<file path="src/rtl/secreg_pkg.sv">
package secreg_pkg;
    typedef enum logic [1:0] {
        SRC_NONE    = 2'd0,
        SRC_SEC     = 2'd1,
        SRC_COMPANY = 2'd2,
        SRC_DEVICE  = 2'd3
    } rd_src_e;
endpackage

</file>
<file path="src/rtl/secreg_mode_dec.sv">
module secreg_mode_dec
    import secreg_pkg::*;
#(
    parameter int              ADDR_W   = 16,
    parameter logic [ADDR_W-1:0] SEC_ADDR = '1
) (
    input  logic              chip_rst,
    input  logic              addr_latch_en,
    input  logic              prog_store_en,
    input  logic [ADDR_W-1:0] addr,
    input  logic              prog_stb,
    input  logic              erase_stb,
    input  logic              rd_stb,
    output logic              do_prog,
    output logic              do_erase,
    output logic              do_read,
    output rd_src_e           rd_src
);
    logic in_mode;
    logic hit_sec;

    always_comb begin
        in_mode  = chip_rst && !addr_latch_en && prog_store_en;
        hit_sec  = (addr == SEC_ADDR);
        do_erase = in_mode && erase_stb;
        do_prog  = in_mode && prog_stb && hit_sec && !erase_stb;
        do_read  = rd_stb;
        if (!in_mode)
            rd_src = SRC_NONE;
        else if (hit_sec)
            rd_src = SRC_SEC;
        else if (addr[0])
            rd_src = SRC_DEVICE;
        else
            rd_src = SRC_COMPANY;
    end
endmodule

</file>
<file path="src/rtl/secreg_store.sv">
module secreg_store #(
    parameter int               DATA_W    = 8,
    parameter logic [DATA_W-1:0] RSVD_MASK = 8'h78
) (
    input  logic              clk,
    input  logic              por_n,
    input  logic              do_prog,
    input  logic              do_erase,
    input  logic [DATA_W-1:0] wdata,
    output logic [DATA_W-1:0] sec_q,
    output logic              erased_q
);
    typedef struct packed {
        logic [DATA_W-1:0] sec;
        logic              erased;
    } store_t;

    store_t st_d, st_q;

    always_comb begin
        st_d        = st_q;
        st_d.erased = 1'b0;
        if (do_erase) begin
            st_d.sec    = '1;
            st_d.erased = 1'b1;
        end else if (do_prog) begin
            st_d.sec = st_q.sec & (wdata | RSVD_MASK);
        end
    end

    always_ff @(posedge clk or negedge por_n) begin
        if (!por_n) begin
            st_q.sec    <= '1;
            st_q.erased <= 1'b0;
        end else begin
            st_q <= st_d;
        end
    end

    assign sec_q    = st_q.sec;
    assign erased_q = st_q.erased;
endmodule

</file>
<file path="src/rtl/secreg_rdport.sv">
module secreg_rdport
    import secreg_pkg::*;
#(
    parameter int               DATA_W     = 8,
    parameter logic [DATA_W-1:0] COMPANY_ID = 8'hDA,
    parameter logic [DATA_W-1:0] DEVICE_ID  = 8'hE0
) (
    input  logic              clk,
    input  logic              por_n,
    input  logic              do_read,
    input  rd_src_e           rd_src,
    input  logic [DATA_W-1:0] sec,
    output logic [DATA_W-1:0] rdata
);
    typedef struct packed {
        logic [DATA_W-1:0] data;
    } rd_t;

    rd_t rd_d, rd_q;

    always_comb begin
        rd_d = rd_q;
        if (do_read) begin
            unique case (rd_src)
                SRC_SEC:     rd_d.data = sec;
                SRC_COMPANY: rd_d.data = COMPANY_ID;
                SRC_DEVICE:  rd_d.data = DEVICE_ID;
                default:     rd_d.data = '0;
            endcase
        end
    end

    always_ff @(posedge clk or negedge por_n) begin
        if (!por_n) rd_q.data <= '0;
        else        rd_q      <= rd_d;
    end

    assign rdata = rd_q.data;
endmodule

</file>
<file path="src/rtl/secreg_codegate.sv">
module secreg_codegate #(
    parameter int DATA_W = 8
) (
    input  logic              block,
    input  logic              from_ext,
    input  logic [DATA_W-1:0] code_in,
    output logic [DATA_W-1:0] code_out
);
    always_comb begin
        code_out = (block && from_ext) ? '1 : code_in;
    end
endmodule

</file>
<file path="src/rtl/secreg_bank.sv">
module secreg_bank
    import secreg_pkg::*;
#(
    parameter int ADDR_W     = 16,
    parameter int DATA_W     = 8,
    parameter logic [ADDR_W-1:0] SEC_ADDR   = '1,
    parameter logic [DATA_W-1:0] COMPANY_ID = 8'hDA,
    parameter logic [DATA_W-1:0] DEVICE_ID  = 8'hE0,
    parameter logic [DATA_W-1:0] RSVD_MASK  = 8'h78,
    parameter int LOCK_BIT   = 0,
    parameter int INHIB_BIT  = 1,
    parameter int CRYPT_BIT  = 2,
    parameter int GAIN_BIT   = 7
) (
    input  logic              clk,
    input  logic              por_n,
    input  logic              chip_rst,
    input  logic              addr_latch_en,
    input  logic              prog_store_en,
    input  logic [ADDR_W-1:0] addr,
    input  logic [DATA_W-1:0] wdata,
    input  logic              prog_stb,
    input  logic              erase_stb,
    input  logic              rd_stb,
    output logic [DATA_W-1:0] rdata,
    output logic              erase_done,
    output logic              lock_on,
    output logic              code_read_block,
    output logic              crypt_en,
    output logic              osc_full_gain,
    input  logic              tbl_from_ext,
    input  logic [DATA_W-1:0] tbl_code_in,
    output logic [DATA_W-1:0] tbl_code_out
);
    logic              do_prog, do_erase, do_read;
    rd_src_e           rd_src;
    logic [DATA_W-1:0] sec_q;

    secreg_mode_dec #(.ADDR_W(ADDR_W), .SEC_ADDR(SEC_ADDR)) u_dec (
        .chip_rst      (chip_rst),
        .addr_latch_en (addr_latch_en),
        .prog_store_en (prog_store_en),
        .addr          (addr),
        .prog_stb      (prog_stb),
        .erase_stb     (erase_stb),
        .rd_stb        (rd_stb),
        .do_prog       (do_prog),
        .do_erase      (do_erase),
        .do_read       (do_read),
        .rd_src        (rd_src)
    );

    secreg_store #(.DATA_W(DATA_W), .RSVD_MASK(RSVD_MASK)) u_store (
        .clk      (clk),
        .por_n    (por_n),
        .do_prog  (do_prog),
        .do_erase (do_erase),
        .wdata    (wdata),
        .sec_q    (sec_q),
        .erased_q (erase_done)
    );

    secreg_rdport #(.DATA_W(DATA_W), .COMPANY_ID(COMPANY_ID), .DEVICE_ID(DEVICE_ID)) u_rd (
        .clk     (clk),
        .por_n   (por_n),
        .do_read (do_read),
        .rd_src  (rd_src),
        .sec     (sec_q),
        .rdata   (rdata)
    );

    always_comb begin
        lock_on         = !sec_q[LOCK_BIT];
        code_read_block = !sec_q[INHIB_BIT];
        crypt_en        = !sec_q[CRYPT_BIT];
        osc_full_gain   = sec_q[GAIN_BIT];
    end

    secreg_codegate #(.DATA_W(DATA_W)) u_gate (
        .block    (code_read_block),
        .from_ext (tbl_from_ext),
        .code_in  (tbl_code_in),
        .code_out (tbl_code_out)
    );
endmodule

</file>
<file path="config.mk">
export PLATFORM = sky130hd
export DESIGN_NAME = secreg_bank
export DESIGN_NICKNAME = d
export VERILOG_FILES = /design/src/rtl/secreg_pkg.sv /design/src/rtl/secreg_mode_dec.sv /design/src/rtl/secreg_store.sv /design/src/rtl/secreg_rdport.sv /design/src/rtl/secreg_codegate.sv /design/src/rtl/secreg_bank.sv
export SDC_FILE = /design/constraint.sdc
export NUM_CORES = 1
export LEC_CHECK = 0
export BUFFER_PORTS_ARGS = -buffer_cell sky130_fd_sc_hd__buf_4
export CAP_MARGIN = 20
export CORE_UTILIZATION = 32
export DETAILED_ROUTE_END_ITERATION = 10
export GPL_ROUTABILITY_DRIVEN = 0
export PLACE_DENSITY = 0.72
export SLEW_MARGIN = 20
export SYNTH_ARGS = -nofsm -noshare
export SYNTH_HDL_FRONTEND = slang
export SYNTH_SLANG_ARGS = --single-unit
</file>
<file path="constraint.sdc">
create_clock -name clk -period 0.9 [get_ports clk]
set_input_delay 0.045 -clock clk [delete_from_list [all_inputs] [get_ports clk]]
set_output_delay 0.045 -clock clk [all_outputs]
set_load 0.02 [all_outputs]
</file>
==> run_results.csv <==
group,metric,value,unit
timing,maxSlewViolCount,0,
cells_and_area,syn_to_final_growth,111,%
die,io-pin-count,62,
worst_setup_path,worstSetupEndpointType,"output port",
synthesis,yosys.area.top_type_share,29.9,%
synthesis,yosys_warnings,0,
timing,clock_skew,0.000521,ns
synthesis,synthDistinctLibCells,23,
synthesis,syn_area_per_cell,10.3,sq um
routing,drt_first_pass_iters,4,
worst_setup_path,cp_max_fo,8,
power_and_ir_drop,p_clk_share,24.1,%
timing,finalHoldViolCount,0,
die,rows,16,
clock_tree,cts.sinks,13,
routing,ant_nets,0,
timing,fmax,795,MHz
worst_setup_path,crit_type,"reg -> out",
clock_tree,clockRootBuffer,"clkbuf_4",
clock_tree,clk_latency,0.27,ns
synthesis,syn_inst,65,
worst_setup_path,crit_path_top_delay_cell,"dfstp_2",
min_path,hold_class,"in -> reg",
flow_run,maxCapViolCount,0,
die,coreArea,1960,sq um
power_and_ir_drop,p_int,0.00108,W
routing,wl_per_cell,13.9,microns
worst_setup_path,critPathRequiredTime,0.85,ns
power_and_ir_drop,switching_power,0.000412,W
global_route,grt_pass1_wl,2.99,mm
synthesis,netlist_top_cells_area,"dfrtp_1 30%, dfstp_2 20%, nand2b_1 7.5%, nor2_1 5.0%, and4b_1 4.5%",
clock_tree,cts_tree,"built",
die,die_h,47.8,microns
synthesis,synth_edf_count,0,
synthesis,yosysSeqAreaShare,49.4,%
global_route,grt_usage,19.0,%
placement,place_hpwl,1.63,mm
placement,dp.cells,151,
power_and_ir_drop,combPwrFrac,32.7,%
timing,hold_slack,0.0994,ns
worst_setup_path,arrival,1.21,ns
routing,drt_wl_total,2.26,mm
synthesis,synth_commonest_cells,"9 x nor2_1, 8 x dfrtp_1, 8 x nand2b_1, 5 x dfstp_2, 5 x inv_1",
routing,vias,801,
die,initial_core_util,34.2,%
timing,max-slew-margin-rel,80.9,%
cells_and_area,fin_util,72.0,%
routing,drtIter0Drc,15,
timing,rsz0062_at_grt,"true",
power_and_ir_drop,power_frac_seq,43.1,%
routing,viasPerCell,4.91,
timing,setup_slack,-0.358,ns
power_and_ir_drop,cellLeakagePower,0.739,nW
global_route,first_global_vias,732,
timing,setup_viol,16,
die,die_area,2280,sq um
power_and_ir_drop,sw_frac_of_total,27.7,%
timing,min_period_over_period,140,%
global_route,grt_max_degree,14,
die,die_x,47.8,microns
synthesis,synth_area,671,sq um
timing,worst_pin_slew,0.286,ns
power_and_ir_drop,powerDensity,1050,nW/um^2
run_status,outcome,"finished with violations",
run_status,violations,"setup timing",
clock_tree,clkTransAtPathRegs,0.08,ns
global_route,antenna_found_initial,0,
worst_setup_path,start_kind,"register",
placement,portBuffers,57,
clock_tree,numCtsBuffers,3,
cells_and_area,fin_cells,163,
synthesis,synth_most_common_cell,"nor2_1",
timing,period_needed,1.26,ns
global_route,grt-ovfl-total,0,
cells_and_area,layout-drive-gt1-share,72.8,%
clock_tree,cts_max_level,1,
synthesis,syn_nets,106,
worst_setup_path,worstPathCellList,"inv_4, nand2_8, nand2b_4, buf_6",
cells_and_area,diodes,0,
routing,drcViolationCount,0,
clock_tree,clockBufferDepth,2,
synthesis,synth_flop_cell,"dfrtp_1",
power_and_ir_drop,ir_drop,0.000608,V
synthesis,synthArstFlopShare,100,%
synthesis,ys_ff_latch,13,
power_and_ir_drop,total_power,0.00149,W
worst_setup_path,cpPeakStageDelay,0.56,ns
synthesis,yosysTopAreaCell,"dfrtp_1",
cells_and_area,nets,178,
## per-stage QoR
step,instance area (sq um),worst slack [ns],TNS (ns)
floorplan,748,-0.0548,-0.0548
global placement,1230,-0.0651,-0.826
detailed placement,1230,-0.0800,-1.02
CTS,1360,-0.349,-3.48
global route,1410,-0.391,-4.15
finish,1410,-0.358,-3.53
## sequential cells by signal, indices dropped and copies added, names as in the netlist
register,cells
u_rd.rdata,7
u_store.sec_q,5
u_store.erased_q,1
## layout by cell type (no fill, tap or decap), types with 3 or more instances in the layout
cell	instances
nand2b_4	8
buf_6	17
inv_2	3
clkbuf_4	3
buf_4	51
nand4_1	4
dfstp_2	5
dfrtp_1	7
and4b_1	3
nor2_1	6
## routing by layer
metal	vias to the layer above	GRT usage [%]	share of wire (%)
met4	0	8.33	0.53
met1	378	22.9	37
li1	387	-	-
met3	2	2.26	4.4
met5	-	0	0
met2	34	33.8	58
## logic make-up (layout without fill, tap and decap cells)
kind of cell / after synthesis / after routing / share of synthesized area [%]
buffers and inverters: 8 / 79 / 5.78
AND/OR/NAND/NOR: 30 / 30 / 27.4
flip-flops: 13 / 13 / 49.4
multiplexers: 1 / 1 / 1.49
AO/OA/AOI/OAI: 13 / 13 / 15.9
## critical path: cells and delay by family, from the launching register on
kind	cells	cell delay, ns
flops	1	0.56
simple gates	2	0.20
buf+inv	2	0.18
## area by class of cell
class	count	area (sq um)
clock buffer	4	26.3
fill	148	549
timing repair buffer	70	594
inverter	5	21.3
tap	27	33.8
sequential	13	333
multi-input combinational	44	404
## final timing paths
| path | from | to | slack (ns) | depth (start not counted) |
|---|---|---|---|---|
| min in group asynchronous | por_n | u_rd.rdata[2] | 0.15 | 2 |
| min reg2reg | u_rd.rdata[7] | u_rd.rdata[7] | 0.54 | 2 |
| max reg2reg | u_store.sec_q[1] | u_store.sec_q[1] | -0.07 | 3 |
| min | wdata[7] | u_store.sec_q[7] | 0.1 | 3 |
| max | u_store.sec_q[1] | tbl_code_out[1] | -0.36 | 4 |
| max in group asynchronous | por_n | u_store.sec_q[1] | 0.51 | 2 |
## power by group through the flow
stage / logic, W / registers [W] / clock network (W)
final: 0.000487 / 0.000641 / 0.000359
after global routing: 0.000521 / 0.000646 / 0.000394
after CTS: 0.000471 / 0.000638 / 0.000354
after detailed placement: 0.000416 / 0.000648 / 0
after global placement: 0.000407 / 0.000648 / 0
after floorplan: 0.000148 / 0.000668 / 0
## timing repair
item,CTS,global route
hold endpoints to repair,16,0
resized for setup,16,11
pin swaps,1,4
buffers inserted,5,1
endpoints found under the setup margin,14,22
hold buffers,2,0
Power figures use the tool's default switching activity.
